## src/rtl/spi_strap_pkg.sv

```systemverilog
package spi_strap_pkg;
  localparam int DATA_W = 8;

  typedef struct packed {
    logic load;    // move buffer byte (or 0x00) into transmit shifter
    logic shift;   // advance transmit shifter by one bit
    logic sample;  // shift one received bit in
    logic last;    // the sampled bit completes a byte
    logic sdiBit;  // synchronised serial input bit
  } spiStrobes_t;
endpackage

```

## src/rtl/spi_strap_ctrl.sv

```systemverilog
module spi_strap_ctrl
  import spi_strap_pkg::*;
#(
  parameter int DW          = DATA_W,
  parameter int SYNC_STAGES = 2
) (
  input  logic        clk,
  input  logic        rstN,
  input  logic [2:0]  modeStrap,
  input  logic        serTypeStrap,
  input  logic [2:0]  cfgStrap,
  input  logic        csN,
  input  logic        sck,
  input  logic        sdi,
  output spiStrobes_t strb,
  output logic        active,
  output logic        lsbFirst
);
  localparam int CNT_W = $clog2(DW);
  localparam logic [CNT_W-1:0] LAST_CNT = CNT_W'(DW - 1);

  logic             activeQ, lsbQ, cpolQ, cphaQ;
  logic [SYNC_STAGES-1:0] csPipe, sckPipe, sdiPipe;
  logic             csD, sckD;
  logic [CNT_W-1:0] bitCnt;

  // strap capture happens only while reset is held
  always_ff @(posedge clk) begin
    if (!rstN) begin
      activeQ <= (modeStrap == 3'b110) && !serTypeStrap;
      lsbQ    <= cfgStrap[2];
      cpolQ   <= cfgStrap[1];
      cphaQ   <= cfgStrap[0];
    end
  end

  always_ff @(posedge clk or negedge rstN) begin
    if (!rstN) begin
      csPipe  <= '1;
      sckPipe <= '0;
      sdiPipe <= '0;
      csD     <= 1'b1;
      sckD    <= 1'b0;
    end else begin
      csPipe  <= {csPipe[SYNC_STAGES-2:0], csN};
      sckPipe <= {sckPipe[SYNC_STAGES-2:0], sck};
      sdiPipe <= {sdiPipe[SYNC_STAGES-2:0], sdi};
      csD     <= csPipe[SYNC_STAGES-1];
      sckD    <= sckPipe[SYNC_STAGES-1];
    end
  end

  logic csS, sckS, sckRise, sckFall, leadEv, trailEv, sampleEv, driveEv, csFall, live;
  always_comb begin
    csS      = csPipe[SYNC_STAGES-1];
    sckS     = sckPipe[SYNC_STAGES-1];
    sckRise  = sckS && !sckD;
    sckFall  = !sckS && sckD;
    leadEv   = cpolQ ? sckFall : sckRise;
    trailEv  = cpolQ ? sckRise : sckFall;
    sampleEv = cphaQ ? trailEv : leadEv;
    driveEv  = cphaQ ? leadEv : trailEv;
    csFall   = csD && !csS;
    live     = activeQ && !csS;

    strb.sample = live && sampleEv;
    strb.last   = live && sampleEv && (bitCnt == LAST_CNT);
    strb.load   = live && ((!cphaQ && csFall) || (driveEv && bitCnt == '0));
    strb.shift  = live && driveEv && (bitCnt != '0);
    strb.sdiBit = sdiPipe[SYNC_STAGES-1];
  end

  always_ff @(posedge clk or negedge rstN) begin
    if (!rstN)           bitCnt <= '0;
    else if (!live)      bitCnt <= '0;
    else if (strb.sample) bitCnt <= (bitCnt == LAST_CNT) ? '0 : bitCnt + 1'b1;
  end

  assign active   = activeQ;
  assign lsbFirst = lsbQ;

  p_strap_stable_r8: assert property (@(posedge clk) disable iff (!rstN)
    1'b1 |=> ($stable(activeQ) && $stable(lsbQ) && $stable(cpolQ) && $stable(cphaQ)));

  p_cnt_clear_r9: assert property (@(posedge clk) disable iff (!rstN)
    $rose(csS) |=> (bitCnt == '0));
endmodule

```

## src/rtl/spi_strap_datapath.sv

```systemverilog
module spi_strap_datapath
  import spi_strap_pkg::*;
#(
  parameter int DW = DATA_W
) (
  input  logic          clk,
  input  logic          rstN,
  input  spiStrobes_t   strb,
  input  logic          lsbFirst,
  input  logic [DW-1:0] txData,
  input  logic          txValid,
  output logic          txReady,
  output logic          txUnderrun,
  output logic [DW-1:0] rxData,
  output logic          rxValid,
  input  logic          rxReady,
  output logic          sdoBit
);
  logic [DW-1:0] txBuf, txShift, rxShift, rxNext;
  logic          txFull, txAccept;

  always_comb begin
    txAccept = txValid && !txFull;
    rxNext   = lsbFirst ? {strb.sdiBit, rxShift[DW-1:1]} : {rxShift[DW-2:0], strb.sdiBit};
    sdoBit   = lsbFirst ? txShift[0] : txShift[DW-1];
    txReady  = !txFull;
  end

  always_ff @(posedge clk or negedge rstN) begin
    if (!rstN) begin
      txBuf      <= '0;
      txFull     <= 1'b0;
      txShift    <= '0;
      txUnderrun <= 1'b0;
    end else begin
      if (txAccept) begin
        txBuf      <= txData;
        txFull     <= 1'b1;
        txUnderrun <= 1'b0;
      end
      if (strb.load) begin
        if (txFull) begin
          txShift <= txBuf;
          txFull  <= 1'b0;
        end else begin
          txShift    <= '0;
          txUnderrun <= 1'b1;
        end
      end else if (strb.shift) begin
        txShift <= lsbFirst ? (txShift >> 1) : (txShift << 1);
      end
    end
  end

  always_ff @(posedge clk or negedge rstN) begin
    if (!rstN) begin
      rxShift <= '0;
      rxData  <= '0;
      rxValid <= 1'b0;
    end else begin
      if (strb.sample) rxShift <= rxNext;
      if (strb.last) begin
        rxData  <= rxNext;
        rxValid <= 1'b1;
      end else if (rxReady) begin
        rxValid <= 1'b0;
      end
    end
  end

  p_rx_from_sample_r10: assert property (@(posedge clk) disable iff (!rstN)
    $rose(rxValid) |-> $past(strb.last));

  p_rx_hold_r10: assert property (@(posedge clk) disable iff (!rstN)
    (rxValid && !rxReady && !strb.last) |=> (rxValid && $stable(rxData)));

  p_underrun_src_r12: assert property (@(posedge clk) disable iff (!rstN)
    $rose(txUnderrun) |-> $past(strb.load && !txFull));
endmodule

```

## src/rtl/spi_strap_target.sv

```systemverilog
module spi_strap_target
  import spi_strap_pkg::*;
#(
  parameter int DW          = DATA_W,
  parameter int SYNC_STAGES = 2
) (
  input  logic          clk,
  input  logic          rstN,
  input  logic [2:0]    modeStrap,
  input  logic          serTypeStrap,
  input  logic [2:0]    cfgStrap,
  input  logic          csN,
  input  logic          sck,
  input  logic          sdi,
  output logic          sdo,
  output logic          sdoOe,
  input  logic [DW-1:0] txData,
  input  logic          txValid,
  output logic          txReady,
  output logic          txUnderrun,
  output logic [DW-1:0] rxData,
  output logic          rxValid,
  input  logic          rxReady
);
  spiStrobes_t strb;
  logic        active, lsbFirst, sdoBit;

  spi_strap_ctrl #(.DW(DW), .SYNC_STAGES(SYNC_STAGES)) ctrl_i (
    .clk(clk), .rstN(rstN), .modeStrap(modeStrap), .serTypeStrap(serTypeStrap),
    .cfgStrap(cfgStrap), .csN(csN), .sck(sck), .sdi(sdi),
    .strb(strb), .active(active), .lsbFirst(lsbFirst)
  );

  spi_strap_datapath #(.DW(DW)) dp_i (
    .clk(clk), .rstN(rstN), .strb(strb), .lsbFirst(lsbFirst),
    .txData(txData), .txValid(txValid), .txReady(txReady), .txUnderrun(txUnderrun),
    .rxData(rxData), .rxValid(rxValid), .rxReady(rxReady), .sdoBit(sdoBit)
  );

  assign sdoOe = active && !csN;
  assign sdo   = sdoOe && sdoBit;

  p_no_rx_inactive_r1: assert property (@(posedge clk) disable iff (!rstN)
    !active |-> (!rxValid && !strb.load));
endmodule

```

## config.mk

```make
export PLATFORM = sky130hd
export DESIGN_NAME = spi_strap_target
export DESIGN_NICKNAME = d
export VERILOG_FILES = /design/src/rtl/spi_strap_pkg.sv /design/src/rtl/spi_strap_ctrl.sv /design/src/rtl/spi_strap_datapath.sv /design/src/rtl/spi_strap_target.sv
export SDC_FILE = /design/constraint.sdc
export NUM_CORES = 1
export LEC_CHECK = 0
export ABC_AREA = 1
export ABC_CLOCK_PERIOD_IN_PS = 4250
export BUFFER_PORTS_ARGS = -buffer_cell sky130_fd_sc_hd__clkbuf_2
export CORE_ASPECT_RATIO = 0.8
export CORE_UTILIZATION = 60
export DETAILED_ROUTE_END_ITERATION = 8
export PLACE_DENSITY = 0.84
export SETUP_SLACK_MARGIN = 0.4
export SYNTH_ARGS = -nofsm -noshare
export SYNTH_HDL_FRONTEND = slang
export SYNTH_SLANG_ARGS = --single-unit
```

## constraint.sdc

```tcl
create_clock -name clk -period 4.25 [get_ports clk]
set_input_delay 0.2125 -clock clk [delete_from_list [all_inputs] [get_ports clk]]
set_output_delay 0.2125 -clock clk [all_outputs]
set_load 0.02 [all_outputs]
```

; ---- Word level (Yosys, flattened, before mapping)
; Cells that the tools add are included.
[word_totals]
reg_bits = 50
latch_bits = 0
mem_bits_rw = 0
mem_bits_ro = 0
in_bits = 22
output_inout_bits = 13
elab_cells = 69
n_memories = 0
[op_classes]
addsub = 1
multipliers = 0
n_div = 0
magnitude_cmp = 0
eq_ne = 3
n_shift = 0
n_mux = 21
bitwise_logic = 0
n_reduce_logical = 27
[ops]
columns = operator, n
row1 = $mux W8, 5
row2 = $logic_and A1 B1 Y1, 15
row3 = $mux W1, 13
row4 = $mux W3, 3
row5 = $logic_not A1 Y1, 7
row6 = $eq A3 B3 Y1 const B, 2
row7 = $reduce_bool A2 Y1, 2
row8 = $add A3 B1 Y3 const B, 1
row9 = $logic_not A3 Y1, 1
row10 = $reduce_bool A3 Y1, 1
row11 = $ne A2 B1 Y1 const B, 1
row12 = $logic_or A1 B1 Y1, 1

; ---- Logic depth before layout (Yosys ltp)
; Gate-level depths: netlist (run 1).
[depth]
word_depth = 8
ltp_mapped = 9
depth_no_buf = 9

; ---- Modules after synthesis
; From an unflattened synthesis (run 1), not the netlist that was laid out.
[hier_totals]
hier_cells = 265
hier_area_um2 = 2328.5
[by_module_without_submodules]
columns = mod, instances, cells_per_inst, area_per_inst_um2
row1 = spi_strap_datapath, 1, 201, 1656.6
row2 = spi_strap_ctrl, 1, 59, 648.1
row3 = spi_strap_target, 1, 5, 23.8

; ---- Worst setup path after synthesis (run 1)
; OpenSTA, ideal clock, no wires.
[synth_path]
path_kind = register to output
startpoint = register ctrl_i.activeQ, in the netlist ctrl_i.active
endpoint = output port sdo
t_arrival_ns = 1.171
setup_slack_ns = 2.867
path_stages_with_launch = 5
path_buffers = 0
cell_sequence = edfxtp_1 -> inv_1 -> nor2_1 -> o21ai_0 -> a21oi_1
[synth_between]
elab_chain_cells = 2
[synth_rtl]
columns = element, line_no
row1 = from (decl), spi_strap_ctrl.sv:22  ; logic activeQ, lsbQ, cpolQ, cphaQ;
row2 = from (signal assigned), spi_strap_ctrl.sv:30  ; activeQ <= (modeStrap == 3'b110) && !serTypeStrap;
row3 = $logic_and A1 B1 Y1, spi_strap_target.sv:40  ; assign sdoOe = active && !csN;
row4 = net sdoOe, spi_strap_target.sv:16  ; output logic sdoOe,
row5 = $logic_and A1 B1 Y1, spi_strap_target.sv:41  ; assign sdo = sdoOe && sdoBit;
row6 = to (decl), spi_strap_target.sv:15  ; output logic sdo,
; The timed path passes the listed nets, and every way through them passes these cells.

; ---- Worst setup path in the final report (run 1)
[layout_path]
startpoint = register ctrl_i.lsbQ, in the netlist ctrl_i.lsbFirst
endpoint = output port sdo
[layout_between]
elab_chain_cells = 2
[layout_rtl]
columns = element, line_no
row1 = from (decl), spi_strap_ctrl.sv:22
row2 = from (signal assigned), spi_strap_ctrl.sv:31  ; lsbQ <= cfgStrap[2];
row3 = $mux W1, spi_strap_datapath.sv:25  ; sdoBit = lsbFirst ? txShift[0] : txShift[DW-1];
row4 = $logic_and A1 B1 Y1, spi_strap_target.sv:41
; No other way between the ends.

==> results of run 1 <==
-- area by class of cell --
class / instances / area, sq um
sequential: 50 / 1270
inverter: 32 / 120
multi-input combinational: 155 / 840
clock buffer: 8 / 90.1
tap: 42 / 52.6
timing repair buffer: 35 / 178
fill: 255 / 987
-- power groups by stage --
| stage | Combinational, mW | Clock, mW | Sequential, mW |
|---|---|---|---|
| after CTS | 0.308 | 0.281 | 0.665 |
| after global placement | 0.292 | 0 | 0.669 |
| final | 0.307 | 0.275 | 0.666 |
| after floorplan | 0.246 | 0 | 0.648 |
| after global routing | 0.347 | 0.299 | 0.683 |
| after detailed placement | 0.302 | 0 | 0.673 |
-- cells in the mapped netlist, drive strengths merged --
master and n:
a21oi 1, buf 7, clkbuf 2, dfrtp 43
dfstp 3, edfxtp 4, ha 3, inv 32
mux2 8, nand2 78, nand3 18, nor2 5
nor3 1, o211ai 7, o21ai 32, o22ai 1
or2 1
-- cells in the final DEF, fill, tap and decap left out, types with 5 or more instances in the layout --
cell type	n
sky130_fd_sc_hd__nand2_1	77
sky130_fd_sc_hd__dfrtp_1	43
sky130_fd_sc_hd__clkbuf_2	34
sky130_fd_sc_hd__inv_1	31
sky130_fd_sc_hd__o21ai_0	20
sky130_fd_sc_hd__nand3_1	17
sky130_fd_sc_hd__o21ai_2	8
sky130_fd_sc_hd__mux2_2	8
sky130_fd_sc_hd__clkbuf_8	6
sky130_fd_sc_hd__o211ai_2	5
-- kinds of logic (layout without fill, tap and decap cells) --
family	count (synthesis)	count (layout)	share of synthesized area [%]
mux	8	8	3.92
simple gates	103	103	18.8
buf+inv	41	75	8.00
flops	50	50	55.5
fa+ha+maj	3	3	1.63
compound gates	41	41	12.1
-- path summary, 6_finish.rpt --
path,startpoint,end,slack [ns],depth (start not counted)
setup / recovery,ctrl_i.lsbFirst,sdo,2.25,4
hold / removal,rstN,ctrl_i.sckD,-0.01,2
setup reg to reg,ctrl_i.cpolQ,dp_i.rxData[5],2.43,8
hold reg to reg,ctrl_i.sdiPipe[0],ctrl_i.sdiPipe[1],0.36,0
max in group asynchronous,rstN,ctrl_i.csD,3.88,2
min in group clk,csN,ctrl_i.csPipe[0],0.02,1
-- sequential cells by signal, indices dropped and copies added, names as in the netlist, 2 cells and up --
register	flops
ctrl_i.bitCnt	3
dp_i.rxData	8
ctrl_i.sckPipe	2
dp_i.txBuf	8
dp_i.txShift	8
ctrl_i.csPipe	2
dp_i.rxShift	8
ctrl_i.sdiPipe	2
-- routing by layer --
metal / up-vias / routed length [microns] / GRT usage, %
met1: 792 / 1960 / 31.6
met5: - / 0 / 0
met2: 40 / 1960 / 35.4
met4: 0 / 29 / 7.71
li1: 852 / - / -
met3: 4 / 157 / 5.65
-- critical path: stages (launching register included) --
cell                       delay (ns)
sky130_fd_sc_hd__edfxtp_1        0.79
sky130_fd_sc_hd__inv_1           0.25
sky130_fd_sc_hd__o21ai_0         0.21
sky130_fd_sc_hd__a21oi_1         0.07
sky130_fd_sc_hd__clkbuf_2        0.17
-- metrics by stage --
step / util, % / worst slack [ns] / hold WS, ns
6_report: 72.1 / 2.25 / -0.0108
5_1_grt: 72.1 / 2.10 / 0.00553
4_1_cts: 72.1 / 2.26 / 0.0103
3_5_place_dp: 69.6 / 2.48 / 0.322
3_3_place_gp: 69.6 / 2.53 / 0.317
2_1_floorplan: - / 2.87 / -0.0831
==> tab_implementation.tex, run 1 <==
\begin{tabular}{lr}
\hline
Metric & Value \\
\hline
\multicolumn{2}{l}{\textbf{Outcome}} \\
Outcome & finished, violations left \\
Failing checks & DRC, hold timing \\
\multicolumn{2}{l}{\textbf{Power and ir drop}} \\
Power density of the placed cells & 489 mW/mm\^{}2 \\
Power share of the combinational group & 24.6\% \\
Sw Share & 31.8\% \\
Clock share of power & 22.0\% \\
Register share of total power & 53.4\% \\
Internal power consumption & between 0.8 and 0.9 mW \\
Peak VDD IR & 0.354 mV \\
Leakage component of the power & 1.32 nW \\
P\_sw & slightly below 0.4 mW \\
Total power draw & 1.25 mW \\
\multicolumn{2}{l}{\textbf{Timing}} \\
Final setup violation count & 0 \\
Final-report max-slew violation count & 0 \\
Slew HR & 54.4\% \\
Slew at the pin with the worst max-slew slack & 0.684 ns \\
Aggregate negative setup slack & 0 ns \\
Final worst-path cycle share & 47.1\% \\
Post-route minimum period & 2.00 ns \\
Worst clock skew & around 0.0073 ns \\
Fmax & 0.499 GHz \\
Final Hold Vio Count & 22 \\
Final Hold Slack & -0.0108 ns \\
Unrepaired setup endpoints after global routing & no \\
\multicolumn{2}{l}{\textbf{Clock tree}} \\
Clock root buffer & sky130\_fd\_sc\_hd\_\_clkbuf\_8 \\
Hold\_buf cts & 0 \\
Post-cts repair resize count & 0 \\
Number of levels in the clock H-tree & 2 \\
Clock tree from TritonCTS & built \\
Insertion delay to the later sink of the worst-skew pair & between 0.2 and 0.3 ns \\
Worst-case clock buffer depth & 2 \\
Post-CTS setup-driven buffer insertion count & 0 \\
Number of clock sinks & 50 \\
Number of buffers created by CTS & 5 \\
Register clock-pin slew on the reported worst setup and hold paths & 0.08 ns \\
\multicolumn{2}{l}{\textbf{Critical path}} \\
Crit Path Category & reg -> out \\
Kind of end point of the critical path & output port \\
Critical Path Fanout Max & 26 \\
Category of the worst setup path launch point & flop \\
Worst Path Arrival & about 1.8 ns \\
Data required time of the worst path & 4.04 ns \\
\multicolumn{2}{l}{\textbf{Routing}} \\
Total DRC errors in the routed layout & 3 \\
Wire per inst & approximately 13 microns \\
Via total after detailed routing & between 1500 and 2000 \\
Final ANT Viol Nets & 0 \\
Final Routed Wirelength & 4110 microns \\
First DRT Iteration DRCs & 81 \\
Ratio of routed vias to standard cells & 5.24 \\
DRT Pass-1 Iters & 7 \\
\multicolumn{2}{l}{\textbf{Synth}} \\
Cell taking the most area after synthesis & sky130\_fd\_sc\_hd\_\_dfrtp\_1 \\
Post-synthesis instance total & 246 \\
Total nets after synthesis & 271 \\
\#FFs+latches synth & 50 \\
Synth warn & 0 \\
Proportion of synthesized chip area in sequential cells & 55.5\% \\
Top cells by area, synth & sky130\_fd\_sc\_hd\_\_dfrtp\_1, sky130\_fd\_sc\_hd\_\_nand2\_1, sky130\_fd\_sc\_hd\_\_edfxtp\_1 \\
Library cells used by synthesis & 27 \\
Post-synth design cell area & 0.00230 sq mm \\
Fraction of post-synthesis cell area in the top cell type by area & 46.8\% \\
Synthesized area per cell & 9.34 sq um \\
\multicolumn{2}{l}{\textbf{Layout}} \\
Non-filler instance count after layout & 322 \\
Final cell area excluding filler cells & roughly 0.0026 sq mm \\
Ant diodes & 0 \\
Share of post-route cells with drive strength above 1 & 25.7\% \\
Area overhead of the layout relative to synthesis & 11.2\% \\
Final net count & 304 \\
\multicolumn{2}{l}{\textbf{Die}} \\
Initial core utilization & 64.9\% \\
Floorplan die height & 57.4 microns \\
Die footprint & about 0.004 sq mm \\
Die Span X & between 70 and 80 microns \\
\# IOs & 35 \\
Number of rows created at floorplan & 19 \\
Floorplan Core Area & 0.00354 sq mm \\
\multicolumn{2}{l}{\textbf{Place}} \\
Area of placed instances & 0.00246 sq mm \\
Global placer's final weighted congestion & 0.806 \\
Port bufs & 34 \\
Post-Place Cells & 314 \\
Placed wire-length estimate after detailed placement & approximately 2900 microns \\
\multicolumn{2}{l}{\textbf{GRT}} \\
GRT Resource Usage Total & 22.7\% \\
First-pass GRT wire length & 6980 microns \\
Grt total ovfl & 0 \\
Largest net degree at the start of global routing & 48 \\
Via count of the first global-routing pass & 1571 \\
Number of antenna violations at the first check in global routing & 0 \\
\multicolumn{2}{l}{\textbf{Worst hold path}} \\
Path category of the worst min-delay check & in -> async \\
\multicolumn{2}{l}{\textbf{Run}} \\
Count of maximum capacitance violations & 0 \\
\hline
\end{tabular}
No activity file was read; power rests on OpenSTA's default activity.
==> run 2, diff against run 1 <==
Settings changed: ABC_CLOCK_PERIOD_IN_PS 4250 to 1900, CORE_UTILIZATION 60 to 56, PLACE_DENSITY 0.84 to 0.79.
Clock period 4.25 ns to 1.9 ns, I/O delays scaled along.
==> run 2 against run 1 <==
Compared with the run above: the flow now finishes without violations; worst setup slack got worse by 1.8 ns; register-to-register slack got worse by 2.0 ns; final cell count up 9.6%; routed wire length increased by 14%; clock skew is 0.0038 ns lower; die area rose by 6.9%; clock power grew to 2.6 times the previous value; sequential share of layout area down 4.8 points; count of clock-buffer cells in the layout fell by 1; hold slack improved by 0.022 ns; critical endpoint is now dp_i.rxShift[4]; highest routed layer unchanged.
==> tab_implementation.tex, run 2 (synthesis gave the netlist of run 1 again) <==
\begin{tabular}{lr}
\hline
Metric & Value \\
\hline
\multicolumn{2}{l}{\textbf{Die}} \\
Die footprint & 0.00437 sq mm (+6.9\%) \\
\# IOs & 35 (unchanged) \\
Number of rows created at floorplan & 20 (+1) \\
Floorplan Core Area & 0.00385 sq mm (+8.8\%) \\
Floorplan die height & 59.3 microns (+3.4\%) \\
Initial core utilization & 59.6\% (-5.2 points) \\
Die Span X & 73.6 microns (+3.4\%) \\
\multicolumn{2}{l}{\textbf{Layout}} \\
Most common library cell in the layout ignoring fill and taps & sky130\_fd\_sc\_hd\_\_nand2\_1 \\
Final cell area excluding filler cells & 0.00283 sq mm (+11\%) \\
Number of filler instances in the final layout & 300 (+18\%) \\
Most used cells in the layout excluding fill and tap cells & sky130\_fd\_sc\_hd\_\_nand2\_1, sky130\_fd\_sc\_hd\_\_dfrtp\_1, sky130\_fd\_sc\_hd\_\_clkbuf\_2, sky130\_fd\_sc\_hd\_\_inv\_1, sky130\_fd\_sc\_hd\_\_o21ai\_0 \\
Non-filler instance count after layout & 353 (+9.6\%) \\
Area of all sequential standard cells & 0.00127 sq mm (unchanged) \\
Final net count & 323 (+6.3\%) \\
Combined area of the multi-input logic cells & 872 sq um (+3.9\%) \\
Area overhead of the layout relative to synthesis & 23.1\% \\
Share of post-route cells with drive strength above 1 & 30.9\% (+5.2 points) \\
Core occupancy in the finished layout & 73.4\% (+1.3 points) \\
Ant diodes & 0 (unchanged) \\
\multicolumn{2}{l}{\textbf{Critical path}} \\
Data required time of the worst path & 2.14 ns (-1.90 ns) \\
Startpoint of the worst setup timing path & ctrl\_i.cpolQ \\
Critical Path Fanout Max & 9 (-65\%) \\
Startpoint of the lowest-slack register-to-register path & ctrl\_i.cpolQ \\
Logic depth of the worst register-to-register path & 9 (+1) \\
R2r setup slk & 0.42 ns (-2.01 ns) \\
Kind of end point of the critical path & flop \\
Worst flop-to-flop path endpoint & dp\_i.rxShift[4] \\
Crit Path Category & reg -> reg \\
Capturing element of the worst setup path & dp\_i.rxShift[4] \\
Worst Path Arrival & 1.72 ns (-0.07 ns) \\
Category of the worst setup path launch point & flop \\
\multicolumn{2}{l}{\textbf{Power and ir drop}} \\
Leakage component of the power & 1.44 nW (+9.3\%) \\
Total power draw & 2.93 mW (+130\%) \\
Power density of the placed cells & 1040 mW/mm\^{}2 (+110\%) \\
Sw Share & 31.1\% (-0.68 points) \\
Internal power consumption & 2.02 mW (+140\%) \\
Peak VDD IR & 0.661 mV (+86\%) \\
Power share of the combinational group & 25.6\% (+1.0 points) \\
Register share of total power & 50.2\% (-3.2 points) \\
P\_sw & 0.912 mW (+130\%) \\
Clock share of power & 24.2\% (+2.2 points) \\
\multicolumn{2}{l}{\textbf{Timing}} \\
Final Hold Slack & 0.0113 ns (+0.0221 ns) \\
Final setup violation count & 0 (unchanged) \\
Final worst-path cycle share & 78.1\% \\
Slew HR & 62.0\% (+7.5 points) \\
Unrepaired setup endpoints after global routing & yes \\
Final worst slack & 0.416 ns (-1.83 ns) \\
Worst clock skew & 0.00348 ns (-0.00381 ns) \\
Final-report max-slew violation count & 0 (unchanged) \\
Final Hold Vio Count & 0 (-100\%) \\
Aggregate negative setup slack & 0 ns (unchanged) \\
Post-route minimum period & 1.48 ns \\
Slew at the pin with the worst max-slew slack & 0.571 ns (-0.113 ns) \\
Fmax & 0.674 GHz \\
\multicolumn{2}{l}{\textbf{Routing}} \\
Final ANT Viol Nets & 0 (unchanged) \\
Total DRC errors in the routed layout & 0 (-3) \\
Via total after detailed routing & 1754 (+3.9\%) \\
DRT Pass-1 Iters & 4 (-3) \\
Ratio of routed vias to standard cells & 4.97 (-5.2\%) \\
First DRT Iteration DRCs & 88 (+8.6\%) \\
Final Routed Wirelength & 4690 microns (+14\%) \\
Wire per inst & 13.3 microns (+4.0\%) \\
\multicolumn{2}{l}{\textbf{Clock tree}} \\
Worst-case clock buffer depth & 2 (unchanged) \\
Insertion delay to the later sink of the worst-skew pair & 0.31 ns (+0.02 ns) \\
Number of clock sinks & 50 (unchanged) \\
Clock root buffer & sky130\_fd\_sc\_hd\_\_clkbuf\_8 \\
Number of levels in the clock H-tree & 2 (unchanged) \\
Number of buffers created by CTS & 5 (unchanged) \\
Clock tree from TritonCTS & built \\
Register clock-pin slew on the reported worst setup and hold paths & 0.09 ns (about the same) \\
\multicolumn{2}{l}{\textbf{GRT}} \\
Largest net degree at the start of global routing & 47 (-2.1\%) \\
Number of antenna violations at the first check in global routing & 0 (unchanged) \\
Via count of the first global-routing pass & 1579 (+0.51\%) \\
First-pass GRT wire length & 6920 microns (-0.79\%) \\
GRT Resource Usage Total & 22.0\% (-0.74 points) \\
Grt total ovfl & 0 (unchanged) \\
\multicolumn{2}{l}{\textbf{Worst hold path}} \\
Path category of the worst min-delay check & in -> reg \\
\multicolumn{2}{l}{\textbf{Place}} \\
Area of placed instances & 0.00252 sq mm (+2.4\%) \\
Placed wire-length estimate after detailed placement & 2840 microns (-1.4\%) \\
Post-Place Cells & 331 (+5.4\%) \\
Port bufs & 34 (unchanged) \\
Setup slack after placement & 0.275 ns (-2.20 ns) \\
Global placer's final weighted congestion & 0.789 (-2.1\%) \\
\multicolumn{2}{l}{\textbf{Run}} \\
Count of maximum capacitance violations & 0 (unchanged) \\
\multicolumn{2}{l}{\textbf{Outcome}} \\
Outcome & finished clean \\
\hline
\end{tabular}
## run 2: worst max-delay path, stage by stage (launching register included)
cell and delay, ns:
sky130_fd_sc_hd__edfxtp_1 0.44, sky130_fd_sc_hd__inv_2 0.10, sky130_fd_sc_hd__nand3_2 0.09, sky130_fd_sc_hd__nand3_2 0.11, sky130_fd_sc_hd__o21ai_4 0.08, sky130_fd_sc_hd__nor2_4 0.15
sky130_fd_sc_hd__buf_12 0.15, sky130_fd_sc_hd__clkbuf_16 0.16, sky130_fd_sc_hd__nand2_1 0.07, sky130_fd_sc_hd__o21ai_2 0.07
## run 2: what timing repair did
item                                   CTS  global route
pin swaps                                0             3
buffers inserted                         1             5
gates resized for setup                  1            13
endpoints found under the hold margin   50             0
hold buffers                             8             0
setup endpoints to repair                9            33
cloned                                   0             1
## run 2: routing by layer
layer,routed length [microns],GRT usage [%],part of all wire [%],up-vias
met4,80,7.69,1.7,0
li1,-,-,-,894
met3,181,7.65,3.9,9
met1,2260,30.1,48,815
met2,2160,32.9,46,36
met5,0,0,0,-
## run 2: power by group through the flow
stage	Sequential, mW	Combinational, mW	Clock (mW)
2_1_floorplan	1.45	0.551	0
3_3_place_gp	1.49	0.681	0
3_5_place_dp	1.49	0.689	0
4_1_cts	1.47	0.715	0.720
5_1_grt	1.50	0.841	0.768
6_report	1.47	0.750	0.710
## run 2: final cells by class
class,instances,area share [%]
tap,55,2.43
clock buffer,7,3.80
multi-input combinational,155,30.8
inverter,32,4.25
sequential,50,45.1
timing repair buffer,54,13.6
## run 2: worst min-delay path by stage
stage	startpoint	endpoint	slack, ns	depth (start not counted)
floorplan	rstN	ctrl_i.bitCnt[0]	-0.20	0
global placement	csN	ctrl_i.csPipe[0]	0.20	1
detailed placement	sdi	ctrl_i.sdiPipe[0]	0.20	1
CTS	txData[3]	dp_i.txBuf[3]	0.008	2
global route	txData[5]	dp_i.txBuf[5]	0.004	2
finish	txData[3]	dp_i.txBuf[3]	0.01	2
